### config.mk
export PLATFORM = sky130hd
export DESIGN_NAME = uart_rx_engine
export DESIGN_NICKNAME = d
export VERILOG_FILES = /design/src/rtl/urx_pkg.sv /design/src/rtl/urx_sync.sv /design/src/rtl/urx_frame_ctrl.sv /design/src/rtl/urx_char_build.sv /design/src/rtl/urx_status.sv /design/src/rtl/uart_rx_engine.sv
export SDC_FILE = /design/constraint.sdc
export NUM_CORES = 1
export LEC_CHECK = 0
export ABC_AREA = 1
export BUFFER_PORTS_ARGS = -buffer_cell sky130_fd_sc_hd__buf_2
export CAP_MARGIN = 20
export CORE_UTILIZATION = 30
export CTS_BUF_LIST = sky130_fd_sc_hd__clkbuf_8
export DETAILED_ROUTE_END_ITERATION = 8
export GPL_ROUTABILITY_DRIVEN = 0
export PLACE_DENSITY = 0.48
export SLEW_MARGIN = 20
export SYNTH_ARGS = -nofsm -noshare
export SYNTH_HDL_FRONTEND = slang
export SYNTH_SLANG_ARGS = --single-unit
### constraint.sdc
create_clock -name clk -period 1.95 [get_ports clk]
set_input_delay 0.585 -clock clk [delete_from_list [all_inputs] [get_ports clk]]
set_output_delay 0.585 -clock clk [all_outputs]
set_load 0.005 [all_outputs]
### src/rtl/urx_pkg.sv
package urx_pkg;

  localparam int unsigned CHAR_W = 8;
  localparam int unsigned IDX_W  = 4;

  typedef enum logic [1:0] {
    ST_HUNT  = 2'd0,
    ST_START = 2'd1,
    ST_BITS  = 2'd2
  } urx_state_e;

  typedef enum logic [1:0] {
    K_DATA = 2'd0,
    K_PAR  = 2'd1,
    K_STOP = 2'd2
  } urx_kind_e;

  typedef struct packed {
    logic [1:0] wlen;
    logic       two_stop;
    logic       par_en;
    logic       par_even;
    logic       par_stick;
  } urx_fmt_t;

  function automatic logic [IDX_W-1:0] word_bits(input logic [1:0] code);
    return IDX_W'(5) + {{(IDX_W-2){1'b0}}, code};
  endfunction

endpackage

### src/rtl/urx_sync.sv
module urx_sync #(
  parameter int unsigned STAGES = 2
) (
  input  logic clk,
  input  logic rst_n,
  input  logic din,
  output logic dout
);

  logic [STAGES-1:0] sh_q;
  logic [STAGES-1:0] sh_d;

  always_comb begin
    sh_d = {sh_q[STAGES-2:0], din};
  end

  always_ff @(posedge clk or negedge rst_n) begin
    if (!rst_n) sh_q <= '1;
    else        sh_q <= sh_d;
  end

  assign dout = sh_q[STAGES-1];

endmodule

### src/rtl/urx_frame_ctrl.sv
module urx_frame_ctrl
  import urx_pkg::*;
#(
  parameter int unsigned OSR = 16
) (
  input  logic             clk,
  input  logic             rst_n,
  input  logic             tick,
  input  logic             rxs,
  input  urx_fmt_t         fmt_in,
  output urx_fmt_t         fmt_q,
  output logic             samp_vld,
  output urx_kind_e        samp_kind,
  output logic [IDX_W-1:0] samp_idx,
  output logic             frame_start,
  output logic             frame_done
);

  localparam int unsigned MID   = OSR / 2;
  localparam int unsigned FIRST = OSR + MID;
  localparam int unsigned CW    = $clog2(FIRST);

  urx_state_e       state_q, state_d;
  logic [CW-1:0]    cnt_q, cnt_d;
  logic [IDX_W-1:0] idx_q, idx_d;
  logic             prev_q, prev_d;
  urx_fmt_t         fmt_d;
  logic [IDX_W-1:0] wl;
  logic [IDX_W-1:0] last_idx;
  logic             take;

  always_comb begin
    wl       = word_bits(fmt_q.wlen);
    last_idx = wl + {{(IDX_W-1){1'b0}}, fmt_q.par_en}
                  + {{(IDX_W-1){1'b0}}, fmt_q.two_stop};
    if (idx_q < wl)                    samp_kind = K_DATA;
    else if (idx_q == wl && fmt_q.par_en) samp_kind = K_PAR;
    else                               samp_kind = K_STOP;
  end

  assign samp_idx = idx_q;

  always_comb begin
    state_d     = state_q;
    cnt_d       = cnt_q;
    idx_d       = idx_q;
    prev_d      = prev_q;
    fmt_d       = fmt_q;
    take        = 1'b0;
    frame_start = 1'b0;
    frame_done  = 1'b0;
    if (tick) begin
      unique case (state_q)
        ST_HUNT: begin
          prev_d = rxs;
          if (prev_q && !rxs) begin
            state_d     = ST_START;
            cnt_d       = '0;
            idx_d       = '0;
            fmt_d       = fmt_in;
            frame_start = 1'b1;
          end
        end
        ST_START: begin
          cnt_d = cnt_q + 1'b1;
          if (cnt_q == CW'(MID - 1) && rxs) begin
            state_d = ST_HUNT;
            prev_d  = 1'b1;
          end else if (cnt_q == CW'(FIRST - 1)) begin
            take = 1'b1;
          end
        end
        ST_BITS: begin
          cnt_d = cnt_q + 1'b1;
          if (cnt_q == CW'(OSR - 1)) take = 1'b1;
        end
        default: state_d = ST_HUNT;
      endcase
      if (take) begin
        cnt_d = '0;
        if (idx_q == last_idx) begin
          frame_done = 1'b1;
          state_d    = ST_HUNT;
          prev_d     = rxs;
        end else begin
          idx_d   = idx_q + 1'b1;
          state_d = ST_BITS;
        end
      end
    end
  end

  assign samp_vld = take;

  always_ff @(posedge clk or negedge rst_n) begin
    if (!rst_n) begin
      state_q <= ST_HUNT;
      cnt_q   <= '0;
      idx_q   <= '0;
      prev_q  <= 1'b1;
      fmt_q   <= '0;
    end else begin
      state_q <= state_d;
      cnt_q   <= cnt_d;
      idx_q   <= idx_d;
      prev_q  <= prev_d;
      fmt_q   <= fmt_d;
    end
  end

endmodule

### src/rtl/urx_char_build.sv
module urx_char_build
  import urx_pkg::*;
(
  input  logic              clk,
  input  logic              rst_n,
  input  logic              rxs,
  input  logic              frame_start,
  input  logic              samp_vld,
  input  urx_kind_e         samp_kind,
  input  logic [IDX_W-1:0]  samp_idx,
  input  logic              par_en,
  input  logic              par_even,
  input  logic              par_stick,
  output logic [CHAR_W-1:0] char_val,
  output logic              char_pe,
  output logic              char_fe,
  output logic              char_bi
);

  logic [CHAR_W-1:0] data_q, data_d;
  logic              par_q, par_d;
  logic              stop_ok_q, stop_ok_d;
  logic              zero_q, zero_d;
  logic              exp_par;

  always_comb begin
    data_d    = data_q;
    par_d     = par_q;
    stop_ok_d = stop_ok_q;
    zero_d    = zero_q;
    if (frame_start) begin
      data_d    = '0;
      par_d     = 1'b0;
      stop_ok_d = 1'b1;
      zero_d    = 1'b1;
    end else if (samp_vld) begin
      zero_d = zero_q & ~rxs;
      unique case (samp_kind)
        K_DATA:  if (samp_idx < IDX_W'(CHAR_W)) data_d[samp_idx[2:0]] = rxs;
        K_PAR:   par_d = rxs;
        default: stop_ok_d = stop_ok_q & rxs;
      endcase
    end
  end

  always_comb begin
    if (par_stick)     exp_par = ~par_even;
    else if (par_even) exp_par = ^data_q;
    else               exp_par = ~(^data_q);
    char_val = data_q;
    char_pe  = par_en && (par_q != exp_par);
    char_fe  = !(stop_ok_q && rxs);
    char_bi  = zero_q && !rxs;
  end

  always_ff @(posedge clk or negedge rst_n) begin
    if (!rst_n) begin
      data_q    <= '0;
      par_q     <= 1'b0;
      stop_ok_q <= 1'b1;
      zero_q    <= 1'b1;
    end else begin
      data_q    <= data_d;
      par_q     <= par_d;
      stop_ok_q <= stop_ok_d;
      zero_q    <= zero_d;
    end
  end

endmodule

### src/rtl/urx_status.sv
module urx_status
  import urx_pkg::*;
(
  input  logic              clk,
  input  logic              rst_n,
  input  logic              frame_done,
  input  logic [CHAR_W-1:0] char_val,
  input  logic              char_pe,
  input  logic              char_fe,
  input  logic              char_bi,
  input  logic              rbr_rd,
  input  logic              lsr_rd,
  output logic [CHAR_W-1:0] rbr_q,
  output logic              dr_q,
  output logic              oe_q,
  output logic              pe_q,
  output logic              fe_q,
  output logic              bi_q
);

  logic [CHAR_W-1:0] rbr_d;
  logic dr_d, oe_d, pe_d, fe_d, bi_d;
  logic ovr_set;

  always_comb begin
    ovr_set = frame_done && dr_q && !rbr_rd;
    rbr_d   = frame_done ? char_val : rbr_q;
    if (frame_done)  dr_d = 1'b1;
    else if (rbr_rd) dr_d = 1'b0;
    else             dr_d = dr_q;
    oe_d = (oe_q & ~lsr_rd) | ovr_set;
    pe_d = (pe_q & ~lsr_rd) | (frame_done & char_pe);
    fe_d = (fe_q & ~lsr_rd) | (frame_done & char_fe);
    bi_d = (bi_q & ~lsr_rd) | (frame_done & char_bi);
  end

  always_ff @(posedge clk or negedge rst_n) begin
    if (!rst_n) begin
      rbr_q <= '0;
      dr_q  <= 1'b0;
      oe_q  <= 1'b0;
      pe_q  <= 1'b0;
      fe_q  <= 1'b0;
      bi_q  <= 1'b0;
    end else begin
      rbr_q <= rbr_d;
      dr_q  <= dr_d;
      oe_q  <= oe_d;
      pe_q  <= pe_d;
      fe_q  <= fe_d;
      bi_q  <= bi_d;
    end
  end

endmodule

### src/rtl/uart_rx_engine.sv
module uart_rx_engine
  import urx_pkg::*;
#(
  parameter int unsigned OSR         = 16,
  parameter int unsigned SYNC_STAGES = 2
) (
  input  logic       clk,
  input  logic       rst_n,
  input  logic       tick,
  input  logic       rxd,
  input  logic [1:0] wlen_sel,
  input  logic       two_stop,
  input  logic       par_en,
  input  logic       par_even,
  input  logic       par_stick,
  input  logic       rbr_rd,
  input  logic       lsr_rd,
  output logic [7:0] rx_data,
  output logic       data_ready,
  output logic       overrun_err,
  output logic       parity_err,
  output logic       framing_err,
  output logic       break_det
);

  logic              rxs;
  urx_fmt_t          fmt_in, fmt_q;
  logic              samp_vld;
  urx_kind_e         samp_kind;
  logic [IDX_W-1:0]  samp_idx;
  logic              frame_start;
  logic              frame_done;
  logic [CHAR_W-1:0] char_val;
  logic              char_pe, char_fe, char_bi;

  assign fmt_in = '{wlen: wlen_sel, two_stop: two_stop, par_en: par_en,
                    par_even: par_even, par_stick: par_stick};

  urx_sync #(.STAGES(SYNC_STAGES)) u_sync (
    .clk (clk), .rst_n (rst_n), .din (rxd), .dout (rxs)
  );

  urx_frame_ctrl #(.OSR(OSR)) u_ctrl (
    .clk (clk), .rst_n (rst_n), .tick (tick), .rxs (rxs),
    .fmt_in (fmt_in), .fmt_q (fmt_q),
    .samp_vld (samp_vld), .samp_kind (samp_kind), .samp_idx (samp_idx),
    .frame_start (frame_start), .frame_done (frame_done)
  );

  urx_char_build u_build (
    .clk (clk), .rst_n (rst_n), .rxs (rxs),
    .frame_start (frame_start), .samp_vld (samp_vld),
    .samp_kind (samp_kind), .samp_idx (samp_idx),
    .par_en (fmt_q.par_en), .par_even (fmt_q.par_even),
    .par_stick (fmt_q.par_stick),
    .char_val (char_val), .char_pe (char_pe),
    .char_fe (char_fe), .char_bi (char_bi)
  );

  urx_status u_stat (
    .clk (clk), .rst_n (rst_n), .frame_done (frame_done),
    .char_val (char_val), .char_pe (char_pe), .char_fe (char_fe),
    .char_bi (char_bi), .rbr_rd (rbr_rd), .lsr_rd (lsr_rd),
    .rbr_q (rx_data), .dr_q (data_ready), .oe_q (overrun_err),
    .pe_q (parity_err), .fe_q (framing_err), .bi_q (break_det)
  );

endmodule

# Yosys cells after proc, flatten, opt, wreduce, memory -nomap -nowiden
# Index checks and enable logic that the tools add are counted.
[word_totals] regBits=44 inputBits=12
[classes] n_bitwise=17 addsub=5 n_reduce_logical=29 n_lt_le_gt_ge=4 muxes=49 n_eq_ne=13
[op_table] op="8-bit 2-to-1 mux" count=4
[op_table] op="1-bit 2-to-1 mux" count=27
[op_table] op="4-bit 2-to-1 mux" count=4
[op_table] op="2-bit 2-to-1 mux" count=6
[op_table] op="5-bit 2-to-1 mux" count=2
[op_table] op="5-bit one-hot mux with 2 select lines" count=1
[op_table] op="2-bit nonzero test" count=5
[op_table] op="1-bit AND" count=9
[op_table] op="1-bit logical AND" count=9
[op_table] op="3-bit AND reduction" count=3
[op_table] op="4-bit by 1-bit adder with 4-bit output" count=2
[op_table] op="8-bit bitwise mux" count=1
[op_table] op="4-bit equality test" count=2
[op_table] op="8-bit XOR reduction" count=1
[op_table] op="3-bit by 1-bit != test with 1-bit output, second input constant" count=2
[op_table] op="2-bit one-hot mux with 3 select lines" count=1
[op_table] op="5-bit by 1-bit adder with 5-bit output, second input constant" count=1
[op_table] op="5-bit by 3-bit equality test with 1-bit output, second input constant" count=1
[op_table] op="5-bit by 4-bit equality test with 1-bit output, second input constant" count=1
[op_table] op="5-bit equality test, second input constant" count=1
[op_table] op="3-bit by 2-bit adder with 4-bit output, first input constant" count=1
[op_table] op="4-bit by 1-bit adder with 4-bit output, second input constant" count=1
[op_table] op="2-bit by 1-bit equality test with 1-bit output, second input constant" count=2
[op_table] op="2-bit logical NOT" count=2
[op_table] op="16 further kinds" count=28

# Depth between registers and ports, before layout
[logic_depth] depth_word=10 depth_mapped=13 depth_no_buf=13

# By module
# Synthesis repeated with hierarchy kept, for this count alone.
[unflattened] hier_cells=354 hier_area_um2=2578.7
[by_module_without_submodules] mod="urx_frame_ctrl" area_each_um2=1292.5 cells_each=182 n_inst=1
[by_module_without_submodules] mod="urx_char_build" area_each_um2=742.0 cells_each=115 n_inst=1
[by_module_without_submodules] mod="urx_status" area_each_um2=491.7 cells_each=55 n_inst=1
[by_module_without_submodules] mod="urx_sync" area_each_um2=52.6 cells_each=2 n_inst=1

# Worst setup path after synthesis
# Ideal clock, no wire load.
[synth_path] path_type="register to register" startpoint="register, netlist name u_ctrl.fmt_q[4]" endpoint="register u_stat.pe_q" path_slack_ps=-196 required_ps=1885 path_stages_with_launch=11 period_less_slack_ps=2146 arrival_time_ps=2081 setup_ps=65 cell_sequence="dfrtp_1 -> fa_1 -> fa_1 -> xor2_2 -> nand3_4 -> nor2_4 -> nand2_2 -> buf_6 -> nor2_2 -> nand2_1 -> nand2_1"
[synth_via] elab_chain_len=9
[synth_lines] element="3-bit by 2-bit adder with 4-bit output" line_no="urx_pkg.sv:27" text="return IDX_W'(5) + {{(IDX_W-2){1'b0}}, code};"
[synth_lines] element="4-bit by 1-bit adder with 4-bit output" line_no="urx_frame_ctrl.sv:34" text="last_idx = wl + {{(IDX_W-1){1'b0}}, fmt_q.par_en}"
[synth_lines] element="4-bit by 1-bit adder with 4-bit output" line_no="urx_frame_ctrl.sv:35" text="+ {{(IDX_W-1){1'b0}}, fmt_q.two_stop};"
[synth_lines] element="4-bit equality test" line_no="urx_frame_ctrl.sv:81" text="if (idx_q == last_idx) begin"
[synth_lines] element="1-bit 2-to-1 mux" line_no="urx_frame_ctrl.sv:81"
[synth_lines] element="1-bit 2-to-1 mux" line_no="urx_frame_ctrl.sv:79" text="if (take) begin"
[synth_lines] element="1-bit 2-to-1 mux" line_no="urx_frame_ctrl.sv:52" text="if (tick) begin"
[synth_lines] element="1-bit AND" line_no="urx_status.sv:32" text="pe_d = (pe_q & ~lsr_rd) | (frame_done & char_pe);"
[synth_lines] element="1-bit bitwise OR" line_no="urx_status.sv:32"
[synth_lines] element="net u_stat.pe_d" line_no="urx_status.sv:22" text="logic dr_d, oe_d, pe_d, fe_d, bi_d;"
[synth_lines] element="end signal: assignment" line_no="urx_status.sv:49" text="pe_q <= pe_d;"
[synth_lines] element="end: declaration" line_no="urx_status.sv:16" text="output logic pe_q,"
# The timed path passes the listed nets, and every way through them passes these cells.
# A chain may end at the register's enable or synchronous reset.

# Worst setup path in the final report
[layout_path] startpoint="register, netlist name u_ctrl.fmt_q[2]" endpoint="register u_stat.pe_q"
[layout_via] elab_chain_len=8 elab_cells_between_ends=9 classes_between="2 x add/sub; 1 x eq/ne; 3 x mux; 2 x bitwise; 1 x reduce/logical"
[layout_lines] element="4-bit by 1-bit adder with 4-bit output" line_no="urx_frame_ctrl.sv:34"
[layout_lines] element="4-bit by 1-bit adder with 4-bit output" line_no="urx_frame_ctrl.sv:35"
[layout_lines] element="4-bit equality test" line_no="urx_frame_ctrl.sv:81"
[layout_lines] element="1-bit 2-to-1 mux" line_no="urx_frame_ctrl.sv:81"
[layout_lines] element="1-bit 2-to-1 mux" line_no="urx_frame_ctrl.sv:79"
[layout_lines] element="1-bit 2-to-1 mux" line_no="urx_frame_ctrl.sv:52"
[layout_lines] element="1-bit AND (*)" line_no="urx_status.sv:32"
[layout_lines] element="1-bit bitwise OR (*)" line_no="urx_status.sv:32"
[layout_lines] element="net u_stat.pe_d" line_no="urx_status.sv:22"
# Mark *: on every way through the listed nets, which the timed path passes. The rest lies on a longest branch.

==> flow_metrics.env <==
export IMPL_status="complete, but fails checks"
export IMPL_violations="negative setup slack"
export IMPL_final_nets=405
export IMPL_stdcell_count=484
export IMPL_post_drt_wl_per_cell_um=11.39
export IMPL_slowest_delay_ns=0.53
export IMPL_layout_area_seq_um2=1107
export IMPL_rows=33
export IMPL_fillers=888
export IMPL_antenna_found_initial=0
export IMPL_crit_buf_inv=2
export IMPL_critPathCaptureType="register"
export IMPL_rsz0062_at_grt="true"
export IMPL_critPathRequiredTime_ns=2.21
export IMPL_area_growth_pct=24.64
export IMPL_clock_fmax_mhz=465.2
export IMPL_ir_drop_mv=0.4381
export IMPL_cp_start_kind="register"
export IMPL_io_pins=25
export IMPL_dpl_cell_area_um2=2978
export IMPL_cts_buffers=5
export IMPL_clock_sinks=44
export IMPL_cts_root_buf="clkbuf_8"
export IMPL_syn_inst=330
export IMPL_core_area_um2=8258
export IMPL_clk_pin_slew_ns=0.10
export IMPL_crit_family="adder cells"
export IMPL_htreeDepth=2
export IMPL_path_class="register to register"
export IMPL_reg2regPathDepth=11
export IMPL_fin_crit_ns=2.150
export IMPL_drtIter0Drc=50
export IMPL_finClkSkew_ns=0.01207
export IMPL_syn_area_um2=2575
export IMPL_period_share_pct=110.2
export IMPL_cts_tree="built"
export IMPL_initial_core_util_pct=31.18
export IMPL_clk_latency_ns=0.31
export IMPL_hold_viol=0
export IMPL_grt_max_degree=45
export IMPL_hold_buffers=0
export IMPL_drv_cap=0
export IMPL_drv_slew=0
export IMPL_die_area_um2=8958
export IMPL_path_common_cell="nand2_1"
export IMPL_firstDrtPassIters=4
export IMPL_path_max_fanout=20
export IMPL_remaining_drc_errors=0
export IMPL_vias=2158
export IMPL_multi_input_area_um2=1335
export IMPL_overflow=0
export IMPL_r2r_setup_slack_ns=-0.20
export IMPL_dp_cells=473
export IMPL_power_leakage_nw=1.585
export IMPL_r2r_end="u_stat.pe_q"
export IMPL_worst_slew_pin_slew_ns=0.5841
export IMPL_dp_slack_ns=-0.2436
export IMPL_yosysWarnings=0
export IMPL_crit_chain="inv_2 > fa_2 > fa_1 > xor2_2 > nand3_4 > nor2_4 > nand2_2 > buf_12 > nor2_2 > nand2_1 > nand2_1"
export IMPL_p_per_area_nw_per_um2=969.9
export IMPL_r2r_start="u_ctrl.fmt_q[2]"
export IMPL_dpl_hpwl_um=3965
export IMPL_synthesis_nets=357
export IMPL_drive_gt1_share_pct=26.91
export IMPL_cts_buffer_depth=2
export IMPL_yosysUniqueCellTypes=34
export IMPL_ys_seq_area_share_pct=43.00
export IMPL_crit_arrival_ns=2.41
export IMPL_groute_usage_overall_pct=13.73
export IMPL_final_antenna_net_count=0
export IMPL_final_setup_worst_slack_ns=-0.1998
export IMPL_numPortBuffers=24
export IMPL_die_x_um=94.65
export IMPL_syn_avg_cell_area_um2=7.803
export IMPL_setup_viol=26
export IMPL_grt_pass1_wl_um=9432
export IMPL_hold_path_class="primary input to asynchronous set/reset pin"
export IMPL_finalWirelength_um=5514
export IMPL_max_slew_margin_rel_pct=61.02
export IMPL_ys_ff_latch=44
export IMPL_setup_tns_ns=-3.391
export IMPL_grt_pass1_vias=2057
export IMPL_fp_dieH_um=94.65
export IMPL_finalInstanceArea_um2=3209
export IMPL_crit_slowest_cell="fa_1"
export IMPL_routed_via_density=4.459
export IMPL_n_antenna_cell=0
[metal layers]
| metal | part of all wire, % | track usage [%] |
|---|---|---|
| met5 | 0 | 0 |
| met4 | 2.0 | 5.682 |
| met3 | 4.0 | 2.738 |
| met2 | 43 | 21.88 |
| met1 | 51 | 18.08 |
[timing repair]
action                                 4_1_cts  5_1_grt
pin swaps                                   11       10
setup endpoints to repair                   28       29
endpoints found under the hold margin        0        0
resized for setup                           17        7
buffers inserted                             4        0
[synth_stat cells]
master / instances / area share (%)
ha_1: 13 / 6.3
xor2_2: 2 / 1.3
nor2_4: 2 / 0.87
and3_1: 1 / 0.24
o21ai_1: 15 / 2.9
inv_1: 37 / 5.4
buf_6: 3 / 1.3
mux2i_1: 1 / 0.39
clkbuf_1: 2 / 0.29
nor2_1: 16 / 2.3
o21bai_1: 1 / 0.29
clkinv_4: 1 / 0.34
nand4_1: 5 / 1.2
xor2_1: 1 / 0.34
nand3_4: 1 / 0.68
nand2_1: 109 / 16
dfstp_2: 5 / 5.1
buf_4: 1 / 0.29
nor2_2: 2 / 0.49
nand3_2: 1 / 0.39
a21oi_1: 3 / 0.58
nor3_1: 6 / 1.2
dfrtp_1: 39 / 38
o22ai_1: 1 / 0.24
o21ai_2: 1 / 0.34
nand2_2: 4 / 0.97
a31oi_1: 1 / 0.24
buf_2: 3 / 0.58
a21oi_2: 1 / 0.34
o21ai_0: 17 / 3.3
inv_2: 4 / 0.58
fa_1: 2 / 1.6
nand3_1: 27 / 5.2
o31ai_1: 2 / 0.58
[state kept, by name, summed over array words and instances (netlist names)]
name / count
u_ctrl.fmt_q: 6
u_stat.bi_q: 1
u_ctrl.cnt_q: 5
u_ctrl.state_q: 2
u_sync.sh_q: 2
u_ctrl.samp_idx: 4
u_build.char_val: 8
u_ctrl.prev_q: 1
u_build.zero_q: 1
u_stat.rbr_q: 8
u_build.stop_ok_q: 1
u_stat.oe_q: 1
u_build.par_q: 1
u_stat.fe_q: 1
u_stat.dr_q: 1
u_stat.pe_q: 1
[how the worst max path moves through the flow]
stage | to | from | slack, ns | depth (start not counted)
after floorplan | u_stat.pe_q | u_ctrl.fmt_q[2] | -0.14 | 11
after global placement | u_stat.pe_q | u_ctrl.fmt_q[3] | -0.22 | 11
after detailed placement | u_stat.pe_q | u_ctrl.fmt_q[2] | -0.24 | 11
after CTS | u_stat.pe_q | u_ctrl.fmt_q[2] | -0.21 | 11
after global routing | u_stat.rbr_q[2] | u_ctrl.fmt_q[3] | -0.30 | 10
final | u_stat.pe_q | u_ctrl.fmt_q[2] | -0.20 | 11
[cell type report]
type                            count  share of cell area (%)
Timing Repair Buffer               50                   11.11
Tap cell                          105                   4.094
Clock buffer                        5                   2.144
Clock inverter                      3                   1.481
Multi-Input combinational cell    235                   41.60
Sequential cell                    44                   34.50
Inverter                           42                   5.068
[kinds of logic after synthesis]
group / Yosys count / share of synthesized area [%]
AND/OR/NAND/NOR: 174 / 29.49
flip-flops: 44 / 43.00
XOR/XNOR: 3 / 1.604
adder cells (fa/ha/maj): 15 / 7.872
AO/OA/AOI/OAI: 42 / 8.844
buffers and inverters: 51 / 8.795
multiplexers: 1 / 0.3887
[per-stage QoR]
stage | hold slack [ns] | power (W) | util [%]
after floorplan | 0.2894 | 0.001964 | -
after global placement | 0.3470 | 0.002301 | 36.06
after detailed placement | 0.3468 | 0.002321 | 36.06
after CTS | 0.2456 | 0.003171 | 38.67
after global routing | 0.2588 | 0.003386 | 38.86
final | 0.2454 | 0.003113 | 38.86
[where the power goes]
group	leakage [nW]	total (W)	internal, W	switching [W]
clock network	0.0583	0.000740	0.000386	0.000353
logic	0.950	0.00119	0.000540	0.000647
registers	0.578	0.00119	0.00108	0.000107
total	1.59	0.00311	0.00200	0.00111
[cell usage in the layout (no fill, tap or decap)]
| master | instances |
|---|---|
| o21ai_0 | 13 |
| buf_4 | 22 |
| buf_6 | 1 |
| o21bai_1 | 1 |
| nor2_1 | 15 |
| and3_1 | 1 |
| a31oi_1 | 1 |
| nand2_1 | 104 |
| xor2_2 | 2 |
| bufinv_16 | 1 |
| o22ai_1 | 1 |
| o21ai_1 | 18 |
| buf_2 | 24 |
| nor2_2 | 3 |
| nand2_2 | 7 |
| mux2i_1 | 1 |
| xor2_1 | 1 |
| inv_2 | 8 |
| nor3_1 | 6 |
| nand2_4 | 2 |
| o21ai_2 | 2 |
| clkbuf_8 | 5 |
| nor2_4 | 2 |
| a21oi_1 | 3 |
| nand3_2 | 7 |
| clkinv_4 | 3 |
| dfrtp_1 | 39 |
| dfstp_2 | 5 |
| ha_4 | 2 |
| a21oi_4 | 1 |
| o31ai_1 | 2 |
| fa_1 | 1 |
| buf_12 | 3 |
| nand3_1 | 21 |
| inv_1 | 33 |
| nand3_4 | 1 |
| fa_2 | 1 |
| ha_1 | 11 |
| nand4_1 | 5 |
Note: power is estimated with default switching activity, not from simulation.
